<file path="src/rtl/csf_pkg.sv">
package csf_pkg;
  localparam int REG_W     = 8;
  localparam int NUM_FLAGS = 4;

  // Bit positions within the read value
  localparam int POS_OSC   = 0;
  localparam int POS_OSCF  = 1;
  localparam int POS_ILA   = 2;
  localparam int POS_LOCK  = 3;
  localparam int POS_LOCKF = 4;
  localparam int POS_LVR   = 5;

  typedef enum logic [1:0] {
    FL_LOCKCHG = 2'd0,
    FL_OSCCHG  = 2'd1,
    FL_LVR     = 2'd2,
    FL_ILA     = 2'd3
  } flag_id_e;

  function automatic int flag_pos(input int idx);
    case (idx)
      0:       return POS_LOCKF;
      1:       return POS_OSCF;
      2:       return POS_LVR;
      default: return POS_ILA;
    endcase
  endfunction
endpackage

</file>
<file path="src/rtl/csf_sticky_flag.sv">
module csf_sticky_flag (
  input  logic clk,
  input  logic rst_n,
  input  logic set_i,
  input  logic clr_i,
  output logic flag_o
);
  // A set in the same cycle as a clear leaves the flag high
  always_ff @(posedge clk or negedge rst_n) begin
    if (!rst_n)     flag_o <= 1'b0;
    else if (set_i) flag_o <= 1'b1;
    else if (clr_i) flag_o <= 1'b0;
  end
endmodule

</file>
<file path="src/rtl/csf_status_track.sv">
module csf_status_track (
  input  logic clk,
  input  logic rst_n,
  input  logic next_i,
  output logic sts_o,
  output logic chg_o
);
  // chg_o is high in the cycle before the register takes a new value
  assign chg_o = next_i ^ sts_o;

  always_ff @(posedge clk or negedge rst_n) begin
    if (!rst_n) sts_o <= 1'b0;
    else        sts_o <= next_i;
  end
endmodule

</file>
<file path="src/rtl/csf_clk_sel.sv">
module csf_clk_sel #(
  parameter int POSTDIV_W = 5,
  parameter int SAFE_DIV  = 4,
  localparam int DIV_W    = POSTDIV_W + 1
) (
  input  logic                 lock_sts,
  input  logic                 osc_sts,
  input  logic [POSTDIV_W-1:0] postdiv_cfg,
  output logic [DIV_W-1:0]     pll_div_ratio,
  output logic                 can_osc_en
);
  localparam logic [DIV_W-1:0] SAFE_RATIO = DIV_W'(SAFE_DIV);

  logic [DIV_W-1:0] cfg_ratio;
  assign cfg_ratio = DIV_W'(postdiv_cfg) + DIV_W'(1);

  always_comb begin
    pll_div_ratio = lock_sts ? cfg_ratio : SAFE_RATIO;
    can_osc_en    = osc_sts;
  end
endmodule

</file>
<file path="src/rtl/clk_stat_flags.sv">
module clk_stat_flags #(
  parameter int POSTDIV_W = 5,
  parameter int SAFE_DIV  = 4,
  localparam int DIV_W    = POSTDIV_W + 1
) (
  input  logic                     clk,
  input  logic                     rst_n,
  input  logic                     reg_wr_en,
  input  logic [csf_pkg::REG_W-1:0] reg_wr_data,
  output logic [csf_pkg::REG_W-1:0] reg_rd_data,
  input  logic                     pll_lock_in,
  input  logic                     osc_qual_in,
  input  logic                     lvr_evt,
  input  logic                     iladdr_evt,
  input  logic                     full_stop,
  input  logic                     pseudo_stop,
  input  logic                     lock_ie,
  input  logic                     osc_ie,
  input  logic [POSTDIV_W-1:0]     postdiv_cfg,
  output logic [DIV_W-1:0]         pll_div_ratio,
  output logic                     can_osc_en,
  output logic                     irq
);
  import csf_pkg::*;

  logic lock_sts, lock_chg, osc_sts, osc_chg, osc_next;
  logic [NUM_FLAGS-1:0] flag_set, flag_clr, flag_q;

  // Oscillator qualification needs lock, except while pseudo stop is indicated
  assign osc_next = osc_qual_in & ~full_stop & (pll_lock_in | pseudo_stop);

  csf_status_track u_lock (
    .clk(clk), .rst_n(rst_n), .next_i(pll_lock_in),
    .sts_o(lock_sts), .chg_o(lock_chg)
  );

  csf_status_track u_osc (
    .clk(clk), .rst_n(rst_n), .next_i(osc_next),
    .sts_o(osc_sts), .chg_o(osc_chg)
  );

  assign flag_set[FL_LOCKCHG] = lock_chg;
  assign flag_set[FL_OSCCHG]  = osc_chg;
  assign flag_set[FL_LVR]     = lvr_evt;
  assign flag_set[FL_ILA]     = iladdr_evt;

  for (genvar gi = 0; gi < NUM_FLAGS; gi++) begin : g_flag
    assign flag_clr[gi] = reg_wr_en & reg_wr_data[flag_pos(gi)];
    csf_sticky_flag u_flag (
      .clk(clk), .rst_n(rst_n), .set_i(flag_set[gi]),
      .clr_i(flag_clr[gi]), .flag_o(flag_q[gi])
    );
  end

  // Write bits that map to no flag are ignored
  logic unused_wr_bits;
  assign unused_wr_bits = ^{reg_wr_data[REG_W-1:POS_LVR+1],
                            reg_wr_data[POS_LOCK], reg_wr_data[POS_OSC]};

  always_comb begin
    reg_rd_data            = '0;
    reg_rd_data[POS_OSC]   = osc_sts;
    reg_rd_data[POS_LOCK]  = lock_sts;
    for (int i = 0; i < NUM_FLAGS; i++)
      reg_rd_data[flag_pos(i)] = flag_q[i];
  end

  assign irq = (flag_q[FL_LOCKCHG] & lock_ie) | (flag_q[FL_OSCCHG] & osc_ie);

  csf_clk_sel #(.POSTDIV_W(POSTDIV_W), .SAFE_DIV(SAFE_DIV)) u_clk_sel (
    .lock_sts(lock_sts), .osc_sts(osc_sts), .postdiv_cfg(postdiv_cfg),
    .pll_div_ratio(pll_div_ratio), .can_osc_en(can_osc_en)
  );
endmodule

</file>
<file path="config.mk">
export PLATFORM = sky130hd
export DESIGN_NAME = clk_stat_flags
export DESIGN_NICKNAME = d
export VERILOG_FILES = /design/src/rtl/csf_pkg.sv /design/src/rtl/csf_sticky_flag.sv /design/src/rtl/csf_status_track.sv /design/src/rtl/csf_clk_sel.sv /design/src/rtl/clk_stat_flags.sv
export SDC_FILE = /design/constraint.sdc
export NUM_CORES = 1
export LEC_CHECK = 0
export ABC_CLOCK_PERIOD_IN_PS = 2000
export BUFFER_PORTS_ARGS = -buffer_cell sky130_fd_sc_hd__buf_2
export CORE_MARGIN = 3
export CORE_UTILIZATION = 30
export DETAILED_ROUTE_END_ITERATION = 8
export PLACE_DENSITY_LB_ADDON = 0.05
export SLEW_MARGIN = 20
export SYNTH_ARGS = -nofsm -noshare
export SYNTH_HDL_FRONTEND = slang
export SYNTH_SLANG_ARGS = --single-unit
export TNS_END_PERCENT = 10
</file>
<file path="constraint.sdc">
create_clock -name clk -period 2 [get_ports clk]
set_input_delay 0.4 -clock clk [delete_from_list [all_inputs] [get_ports clk]]
set_output_delay 0.4 -clock clk [all_outputs]
set_load 0.01 [all_outputs]
</file>
# == After elaboration in Yosys (flattened, before gate mapping) ==
# Cells that the tools add are included.
# W data, S select, Z words.
# word_totals
regBits,6
input_bits,24
out_inout_bits,16
elab_cells,33
# classes
add_sub_neg,1
muxes,9
n_bitwise,13
reduce_logical,4
# ops
op,n
$and A1 B1 Y1,8
$mux W1,8
$reduce_bool A2 Y1,4
$add A5 B1 Y6 const B,1
$mux W6,1
$or A1 B1 Y1,2
$xor A1 B1 Y1,2
$not A1 Y1,1

# == Logic depth before layout (Yosys ltp) ==
# Gate-level depths: netlist of the first run.
# depth
depth_word,5
ltp_mapped,4
depth_no_buf,4

# == By module ==
# A second synthesis of the first run with hierarchy kept.
# unflattened
hier_cells,44
hier_area_um2,401.6
# by_module_without_submodules
module,n_inst,cells_per_inst,area_each_um2,seq_area_each_um2
csf_sticky_flag,4,3,36.3,25.0
csf_clk_sel,1,16,105.1,0.0
clk_stat_flags,1,12,83.8,0.0
csf_status_track,2,2,33.8,25.0

# == Worst setup path before layout of the first run ==
# No wires, ideal clock.
# synth_path
path_kind,input-to-output
start,in postdiv_cfg[0]
end,out pll_div_ratio[4]
arrival_ns,0.969
required_ns,1.600
setup_slack_ns,0.631
cell_stages,4
n_path_buf,0
cell_sequence,ha_1 > nand3_1 > xnor2_1 > and2_1
# synth_between
elab_chain_cells,2
# synth_lines
element,line,rtl
"start, declared",clk_stat_flags.sv:19,"input logic [POSTDIV_W-1:0] postdiv_cfg,"
$add A5 B1 Y6,csf_clk_sel.sv:15,assign cfg_ratio = DIV_W'(postdiv_cfg) + DIV_W'(1);
$mux W6,csf_clk_sel.sv:18,pll_div_ratio = lock_sts ? cfg_ratio : SAFE_RATIO;
"end, declared",clk_stat_flags.sv:20,"output logic [DIV_W-1:0] pll_div_ratio,"
# No other way between the ends.

# == Worst setup path in the final report of the first run ==
# Ends and elaborated chain as after synthesis.

==> impl_results.md, run 1 <==
- Outcome: finished, final reports clean
- Setup_tns: 0 ns
- Req. time, crit path: roughly 1.6 ns
- Pre-CTS setup slack: slightly above 0.4 ns
- Drt total wl: between 800 and 900 um
- Area leader, netlist: dfrtp_1
- Clk sinks: 6
- Cell at the root of the clock tree: clkbuf_4
- VDD IR max: 0.380 mV
- Final hold violations: 0
- Final setup viols: 0
- Worst-path fanout max: 3
- Number of global-route vias before repair: approximately 310
- Core box area: approximately 1200 um2
- Die H: about 42 um
- I/O Buffers: 33
- Die footprint: 1790 um2
- H-tree levels: 1
- First-pass GRT wire length: 1360 um
- DR vias: 395
- Synth Cell Area: 397 um2
- Antenna-violating nets left: 0
- PnR worst setup slack: approximately 0.41 ns
- Period utilization: 79.3%
- Yosys cell types: 15
- Clk Latency, worst-skew pair: 0.24 ns
- Wirelength per Cell: between 9 and 10 um
- Final setup skew: between 0.00005 and 0.00006 ns
- Cell count after synthesis: 45
- Seq/Total Area, Yosys: a little under two fifths
- Area contributors post-synth: dfrtp_1 38%, buf_4 15%, xnor2_1 8.8%
- Min Hold Slack: approximately 0.30 ns
- Worst path cell trace: buf_2 -> ha_1 -> nand3_1 -> xnor2_1 -> and2_1 -> buf_2
- Pleak: just over 0.3 nW
- Clock Tree Buf Depth: 2
- Antenna cells: 0
- PwrDens: approximately 610 nW/um2
- TritonCTS clock tree: yes
- Area Overhead vs Synth: 40.1%
- Layout cells sized above 1: around 50%
- Worst setup EP type: primary output
- Num CTS Buffers: 3
- Crit path max-delay family: buffers and inverters
- Crit path buffers/inverters: 2
- Initial antenna violation count: 0
- Die W: around 42 um
- Worst EP arrival: 1.19 ns
- Clock-pin transition on the worst setup and hold timing paths: roughly 0.050 ns
- Min-Delay Startpoint: pll_lock_in
- Layout Cells excl Fill: just under 90
- DRT iter0 DRCs: 8
- Placed cell areas: 523 um2
- Critical Path Source: postdiv_cfg[0]
- Most frequent CP cell: buf_2
- HP Class: input port to register
- CP peak stage delay: 0.21 ns
- RSZ-0062 raised after global routing: false
- I/O pin cnt: 40
- Fmax: between 600 and 700 MHz
- Detail-routed via count per cell: between 4 and 5
- # rows: 12
- Largest net degree at the start of global routing: 9
- Setup CP Type: input port to primary output
- Drt first pass iters: 4
- Syn avg cell area: a little under 9 um2
- Synth Warn #: 0
- Post-Place Cells: 85
- Critical path's slowest cell: ha_1
- Design Area, Final: ~560 um2
- Overall Global Routing Usage: approximately a tenth
- Period minus WS final: approximately 1.6 ns
- Final slew viol count: 0
- Worst reg2reg path startpoint: u_osc.sts_o
- Starting Density: about a third
- Net count reported at finish: 102
- Placer Congestion: ~0.74
- Synth top area share: about 38%
- MaxCap Viol Count: 0
- Startpoint Class: input port
- #FFs+latches synth: 6
- Drt drc: 0
- GR Overflow Total: 0
## worst paths after layout
path,end,slack (ns),cells past startpoint
min in group asynchronous,u_lock.sts_o,0.51,2
hold reg to reg,g_flag[3].u_flag.flag_o,0.47,1
setup / recovery,pll_div_ratio[4],0.41,6
hold / removal,u_lock.sts_o,0.30,1
max in group asynchronous,g_flag[3].u_flag.flag_o,1.35,2
setup reg to reg,g_flag[1].u_flag.flag_o,1.10,2
## what timing repair did
action,CTS,global route
setup buffers,0,0
hold endpoints to repair,6,0
hold buffers,1,0
endpoints found under the setup margin,0,0
resized for setup,0,0
## worst register-to-register path, stage by stage, from the launching register on
cell,delay [ns]
dfrtp_1,0.38
or3_1,0.37
nand3_1,0.08
## layout make-up
class                   count  area, um2
well taps                  14       17.5
flip-flops and latches      6        150
multi-input cells          32        190
clock buffers               3       22.5
fillers                   126        616
repair buffers             34        175
## cell usage in the layout, fill, tap and decap left out
cell type	count
and2_1	3
ha_1	1
conb_1	2
nor2_1	3
a22o_1	1
xnor2_1	4
nand2_1	8
buf_2	33
nand2b_4	1
dlygate4sd3_1	1
nand3_1	4
clkbuf_4	3
o21ai_0	1
dfrtp_1	6
nor2b_1	1
a21o_1	2
or3_1	1
## where the power goes
part / total (mW) / internal, mW / switching [mW]
clock network: 0.111 / 0.0678 / 0.0428
logic: 0.0883 / 0.0462 / 0.0421
registers: 0.140 / 0.132 / 0.00819
## sequential cells by signal, summed over array words and instances, names as in the netlist
signal	cells
u_lock.sts_o	1
u_osc.sts_o	1
g_flag.u_flag.flag_o	4
## synthesized netlist by cell type
master,count
a21o_1,2
nor2b_1,1
nor2_1,3
a22o_1,1
nand2b_4,1
o21ai_0,1
xnor2_1,4
and2_1,3
ha_1,1
buf_4,8
conb_1,1
nand3_1,4
or3_1,1
dfrtp_1,6
nand2_1,8
## kinds of logic after synthesis
logic type	Yosys count	synth area share, %
adder cells (fa/ha/maj)	1	3.15
flip-flops	6	37.9
AND/OR/NAND/NOR	21	26.8
other	1	0.945
buffers and inverters	8	15.1
AO/OA/AOI/OAI	4	7.25
XOR/XNOR	4	8.83
## routing by layer
metal  part of all wire [%]  vias up  track usage (%)  routed length, um
met1                     41      166             13.1                355
met4                      0        0             1.86                  0
met2                     41       31             13.1                358
li1                       -      198                -                  -
met3                     18        0             6.44                152
met5                      0        -                0                  0
## stage by stage
step           power (mW)  util [%]
2_1_floorplan       0.198         -
3_3_place_gp        0.230      44.7
3_5_place_dp        0.231      44.7
4_1_cts             0.348      47.4
5_1_grt             0.367      47.4
6_report            0.339      47.4
Note: power is estimated with default switching activity, not from simulation.
==> inputs of run 2 (changes only) <==
Settings changed: ABC_CLOCK_PERIOD_IN_PS 2000 to 1300.
Clock period 2 ns to 1.3 ns, I/O delays scaled along.
==> run 2 against run 1 <==
Sequential cell count stayed put. Via count is 2.5% lower. Wire length is 6.5% higher. Clock power is 54% higher. Register-to-register slack worse by 0.71 ns. Count of clock-buffer cells in the layout stayed put. Final area is 4.7% higher. Sequential power is 54% higher. Global-route usage is 0.079 points lower. Die area stayed put. Critical path depth stayed put. Critical path type unchanged. Largest cell class unchanged. Highest routed layer is now met4.
==> impl_results.md, run 2 (synthesized netlist as in run 1, its figures left out) <==
- Outcome: finished, final reports clean
- Starting Density: 33.9% (unchanged)
- Uppermost layer routed: met4
- DR vias: 385 (-2.5%)
- Final hold violations: 0 (unchanged)
- H-tree levels: 1 (unchanged)
- # rows: 12 (unchanged)
- Crit path buffers/inverters: 3 (+1)
- Hold Path Stages: 1 (unchanged)
- Final setup skew: 0.00224 ns (+0.00218 ns)
- Final HPWL from detailed placement: 754 um
- Cell at the root of the clock tree: clkbuf_4
- Final Core Density: 49.7% (+2.2 points)
- Layout cells sized above 1: 53.9% (+4.6 points)
- Pleak: 0.308 nW (+1.4%)
- Worst setup EP type: primary output
- Commonest non-fill, non-tap cells in the layout: 33 x buf_2, 8 x nand2_1, 5 x dfrtp_1
- Clk sinks: 6 (unchanged)
- I/O pin cnt: 40 (unchanged)
- Period utilization: a little over nine tenths
- Pre-CTS setup slack: 0.00281 ns (-0.405 ns)
- Die footprint: 1790 um2 (unchanged)
- Wirelength per Cell: 10.2 um (+5.3%)
- Clk Latency, worst-skew pair: 0.24 ns (about the same)
- Final setup viols: 0 (unchanged)
- Post-CTS Setup Repair Bufs: 0 (unchanged)
- GR Overflow Total: 0 (unchanged)
- HP Class: input port to register
- DR WL met2: 383 um (+7.0%)
- Fmax: between 700 and 800 MHz
- Net count reported at finish: 103 (+0.98%)
- Area Overhead vs Synth: 46.7%
- Clock-pin transition on the worst setup and hold timing paths: 0.05 ns (about the same)
- CP peak stage delay: 0.15 ns (-0.06 ns)
- Clock Tree Buf Depth: 2 (unchanged)
- Antenna cells: 0 (unchanged)
- I/O Buffers: 33 (unchanged)
- VDD IR max: 0.533 mV (+40%)
- Final slew viol count: 0 (unchanged)
- Startpoint Class: input port
- Placer Congestion: 0.794 (+8.1%)
- Largest net degree at the start of global routing: 9 (unchanged)
- DRT iter0 DRCs: 0 (-8)
- Placed cell areas: 531 um2 (+1.4%)
- Commonest non-fill, non-tap cell in the layout: buf_2
- PnR worst setup slack: 0.0343 ns (-0.380 ns)
- Detail-routed via count per cell: 4.28 (-3.6%)
- Met3 wire len: 150 um (-1.3%)
- Worst-path fanout max: 2 (-1)
- Req. time, crit path: 1.04 ns (-0.56 ns)
- Crit path max-delay family: buffers and inverters
- Most frequent CP cell: buf_2
- Critical path's slowest cell: and2_1
- Worst EP arrival: 1.01 ns (-0.18 ns)
- Number of global-route vias before repair: 318 (+1.3%)
- CP Depth: 6 (unchanged)
- PwrDens: 914 nW/um2 (+50%)
- Drt first pass iters: 1 (-3)
- Drt drc: 0 (unchanged)
- Reg2reg path depth: 2 (unchanged)
- RSZ-0062 raised after global routing: true
- Largest register FFs: 4 (unchanged)
- Period minus WS final: approximately 1.3 ns
- Drt total wl: 922 um (+6.5%)
- Die W: 42.4 um (unchanged)
- TritonCTS clock tree: yes
- Initial antenna violation count: 0 (unchanged)
- Antenna-violating nets left: 0 (unchanged)
- M1 WL: 372 um (+4.8%)
- Design Area, Final: 582 um2 (+4.7%)
- Worst path cell trace: buf_2 -> buf_4 -> nand3_1 -> xnor2_1 -> and2_1 -> buf_2
- Top flop regs: g_flag.u_flag.flag_o x4, u_lock.sts_o x1, u_osc.sts_o x1
- Core box area: 1170 um2 (unchanged)
- Biggest register: g_flag.u_flag.flag_o
- Overall Global Routing Usage: 9.74% (-0.079 points)
- Num CTS Buffers: 3 (unchanged)
- MaxCap Viol Count: 0 (unchanged)
- Setup CP Type: input port to primary output
- Die H: 42.4 um (unchanged)
- First-pass GRT wire length: 1320 um (-2.6%)
-- run 2: changes by cell type in the layout (fill, tap and decap cells not counted) --
cell,delta
nand3_2,+1
dfrtp_1,-1
buf_4,+1
ha_4,+1
nand3_1,-1
ha_1,-1
dfrtp_2,+1
-- run 2: metrics by stage --
stage / power, mW / instances / hold WS [ns] / TNS, ns
final: 0.532 / 90 / 0.168 / 0
after global routing: 0.572 / 90 / 0.155 / -0.0193
after CTS: 0.540 / 90 / 0.161 / 0
after floorplan: 0.304 / 46 / -0.0356 / 0
after global placement: 0.356 / 86 / 0.0925 / -0.00658
after detailed placement: 0.358 / 86 / 0.0930 / 0
-- run 2: path summary, 6_finish.rpt --
| check | startpoint | end | slack [ns] |
|---|---|---|---|
| min | pll_lock_in | u_lock.sts_o | 0.17 |
| max reg2reg | u_osc.sts_o | g_flag[1].u_flag.flag_o | 0.39 |
| max in group asynchronous | rst_n | u_lock.sts_o | 0.77 |
| min in group asynchronous | rst_n | u_osc.sts_o | 0.37 |
| min reg2reg | g_flag[3].u_flag.flag_o | g_flag[3].u_flag.flag_o | 0.47 |
| max | postdiv_cfg[0] | pll_div_ratio[3] | 0.03 |
-- run 2: layout make-up --
type | count | area (um2)
fillers | 130 | 589
multi-input cells | 32 | 208
repair buffers | 35 | 183
flip-flops and latches | 6 | 151
clock buffers | 3 | 22.5
well taps | 14 | 17.5
-- run 2: what timing repair did --
action | CTS | global route
hold buffers | 1 | 0
resized for setup | 0 | 4
hold endpoints to repair | 6 | 0
setup endpoints to repair | 0 | 4
-- run 2: metal layers --
layer	GRT usage, %	vias to the layer above
li1	-	197
met1	13.7	158
met2	11.9	28
met3	3.00	2
met4	7.45	0
met5	0	-
-- run 2: report_power, final --
group | leakage, nW | internal (mW) | switching, mW
Clock | 0.0138 | 0.104 | 0.0662
Sequential | 0.0650 | 0.203 | 0.0134
Combinational | 0.229 | 0.0764 | 0.0687
==> inputs of run 3 (changes only) <==
Settings changed: SYNTH_HIERARCHICAL set to 1.
==> run 3 against run 2 <==
Die area grew 1.1%. The run now ends with setup timing left. Clock skew is essentially flat. Sequential cell count is the same. Via count grew 0.26%. Utilization grew 2.7 points. Area after synthesis grew 1.3%. Power grew 3.1%. Count of clock-buffer cells in the layout is the same. Synthesized cell count shrank 2.2%. Sequential share of layout area shrank 1.7 points. Clock power grew 5%.
==> impl_results.md, run 3 <==
- Detail-routed via count per cell: 4.11 (-4.0%)
- Period utilization: 102% (+4.4 points)
- Area Overhead vs Synth: 54.8%
- #FFs+latches synth: 6 (unchanged)
- DR vias: 386 (+0.26%)
- PnR worst setup slack: -0.0228 ns (-0.0571 ns)
- Synth top area share: 37.4% (-0.47 points)
- Period minus WS final: 1.32 ns (+0.0571 ns)
- I/O pin cnt: 40 (unchanged)
- Clock Tree Buf Depth: 2 (unchanged)
- Most frequent CP cell: buf_6
- Top flop regs: g_flag.u_flag/flag_o x4, u_lock/sts_o x1, u_osc/sts_o x1
- Critical path's slowest cell: dfrtp_2
- Die W: 42.6 um (+0.54%)
- Drt drc: 0 (unchanged)
- Outcome: complete, but fails checks
- Largest net degree at the start of global routing: 7 (-2)
- First-pass GRT wire length: 1570 um (+19%)
- Crit path buffers/inverters: 2 (-1)
- Yosys cell types: 18 (+3)
- Antenna cells: 0 (unchanged)
- # rows: 12 (unchanged)
- Overall Global Routing Usage: 11.9% (+2.2 points)
- Global-route met2 utilization: 17.0% (+5.2 points)
- Pleak: 0.349 nW (+13%)
- Largest register FFs: 4 (unchanged)
- FFs w/ async S/R, synth: 100% (unchanged)
- I/O Buffers: 33 (unchanged)
- Clock-pin transition on the worst setup and hold timing paths: 0.05 ns (about the same)
- Critical path endpoint: pll_div_ratio[1]
- Commonest cells in the netlist: 6 x dfrtp_1, 5 x and2_1, 5 x buf_4
- Register-to-register setup slack: 0.19 ns (-0.20 ns)
- Biggest register: g_flag.u_flag/flag_o
- Number of synthesized flops with an enable pin: 0 (unchanged)
- Final setup viols: 2 (+2)
- Reg2reg path depth: 4 (+2)
- Failing checks: setup timing
- Cell count after synthesis: 44 (-2.2%)
- Seq/Total Area, Yosys: 37.4% (-0.47 points)
- Final slew viol count: 0 (unchanged)
- Count leader, synth: dfrtp_1
- Critical Path Source: u_lock/sts_o
- Setup CP Type: register to primary output
- Worst path cell trace: buf_6 -> and2_4 -> buf_6
- Startpoint Class: register
- Final HPWL from detailed placement: 739 um (-1.9%)
- Net count reported at finish: 107 (+3.9%)
- MaxCap Viol Count: 0 (unchanged)
- Crit path max-delay family: flip-flops
- GR Overflow Total: 0 (unchanged)
- Synth Warn #: 6 (+6)
- Met3 GRT Util: 4.72% (+1.7 points)
- Clk Latency, worst-skew pair: 0.24 ns (about the same)
- HP Class: input port to register
- Drt total wl: 981 um (+6.4%)
- TritonCTS clock tree: yes
- Routing usage on met1: 14.8% (+1.1 points)
- Pre-CTS setup slack: -0.00147 ns (-0.00428 ns)
- DRT iter0 DRCs: 4 (+4)
- CP peak stage delay: 0.44 ns (+0.29 ns)
- Worst setup EP type: primary output
- Synth Cell Area: 402 um2 (+1.3%)
- Worst EP arrival: 1.06 ns (+0.05 ns)
- H-tree levels: 1 (unchanged)
- Starting Density: 33.9% (about the same)
- Number of global-route vias before repair: 363 (+14%)
- Most used routing layer: met2
- Final hold violations: 0 (unchanged)
- Commonest non-fill, non-tap cells in the layout: 32 x buf_2, 5 x dfrtp_1, 4 x and2_1, 4 x inv_1, 4 x a21o_1
- Clk sinks: 6 (unchanged)
- Antenna-violating nets left: 0 (unchanged)
- RSZ-0062 raised after global routing: true
- Final setup skew: 0.00224 ns (-0.00000269 ns)
- Area contributors post-synth: dfrtp_1 37%, buf_4 9.3%, and2_1 7.8%
- Die H: 42.6 um (+0.54%)
- Fmax: 756 MHz (-4.3%)
- Syn avg cell area: 9.13 um2 (+3.6%)
- Layout cells sized above 1: 53.8% (-0.20 points)
- Worst-path fanout max: 6 (+4)
- Cell at the root of the clock tree: clkbuf_4
- Top_reg_cell synth: dfrtp_1
- Die footprint: 1810 um2 (+1.1%)
- Req. time, crit path: 1.04 ns (about the same)
- Placer Congestion: 0.709 (-11%)
- Setup_tns: -0.0235 ns (-0.0235 ns)
- VDD IR max: 0.337 mV (-37%)
- Worst reg2reg path startpoint: u_lock/sts_o
- Num CTS Buffers: 3 (unchanged)
- CP Depth: 3 (-3)
- PwrDens: 882 nW/um2 (-3.6%)
- Core box area: 1190 um2 (+1.3%)
- Wirelength per Cell: 10.4 um (+1.9%)
- RR Endpoint: g_flag[0].u_flag/flag_o
- Filler instances: 127 (-2.3%)
- Commonest non-fill, non-tap cell in the layout: buf_2
- Drt first pass iters: 3 (+2)
- Initial antenna violation count: 0 (unchanged)
- Area leader, netlist: dfrtp_1
## run 3: cell types whose count changed after synthesis, sizes merged, moves of 3 or more
cell   delta
inv       +4
xnor2     -3
buf       -3
nand2     -5
## run 3: kinds of logic (layout without fill, tap and decap cells)
| kind of cell | Yosys count | in the layout | share of synthesized area, % |
|---|---|---|---|
| compound gates | 5 | 5 | 9.66 |
| other cells | 1 | 2 | 0.934 |
| xor+xnor | 3 | 3 | 6.54 |
| flops | 6 | 6 | 37.4 |
| simple gates | 17 | 17 | 24.3 |
| buf+inv | 9 | 44 | 13.1 |
| mux | 2 | 2 | 4.98 |
| fa+ha+maj | 1 | 1 | 3.11 |
## run 3: area by class of cell
cell class | count | area, um2 | share of cell area, %
clock buffers | 3 | 22.5 | 3.62
inverters | 4 | 15.0 | 2.41
multi-input cells | 30 | 208 | 33.4
flip-flops and latches | 6 | 151 | 24.3
well taps | 14 | 17.5 | 2.82
repair buffers | 37 | 208 | 33.4
## run 3: worst min path at each step
stage,startpoint,to,slack [ns],cells after the start
6_report,pll_lock_in,u_lock/sts_o,0.16,1
2_1_floorplan,rst_n,g_flag[0].u_flag/flag_o,-0.04,0
3_5_place_dp,rst_n,u_lock/sts_o,0.09,1
3_3_place_gp,rst_n,u_osc/sts_o,0.1,1
5_1_grt,pll_lock_in,u_lock/sts_o,0.15,1
4_1_cts,pll_lock_in,u_lock/sts_o,0.16,1
## run 3: through the flow
step | power [mW] | utilization, % | instance area [um2] | hold WS, ns | instances
after global routing | 0.584 | 52.4 | 622 | 0.152 | 94
after detailed placement | 0.357 | 47.0 | 558 | 0.0924 | 88
after global placement | 0.357 | 47.0 | 558 | 0.0968 | 88
after CTS | 0.549 | 52.2 | 619 | 0.157 | 94
final | 0.548 | 52.4 | 622 | 0.159 | 94
after floorplan | 0.292 | - | 405 | -0.0356 | 45
## run 3: power by group
part / internal [mW] / switching, mW
sequential: 0.203 / 0.0123
clock: 0.105 / 0.0740
combinational: 0.0845 / 0.0697
total: 0.392 / 0.156
## run 3: metal layers
metal  part of all wire, %  up-vias
met2                    43       24
met3                    11        0
met1                    46      155
met4                     0        0
met5                     0        -
li1                      -      207
## run 3: timing repair
item	in CTS	in global routing
hold buffers	1	0
cloned	0	0
endpoints found under the setup margin	3	4
gates resized for setup	5	1
pin swaps	0	2
buffers inserted	2	0
hold endpoints to repair	6	0
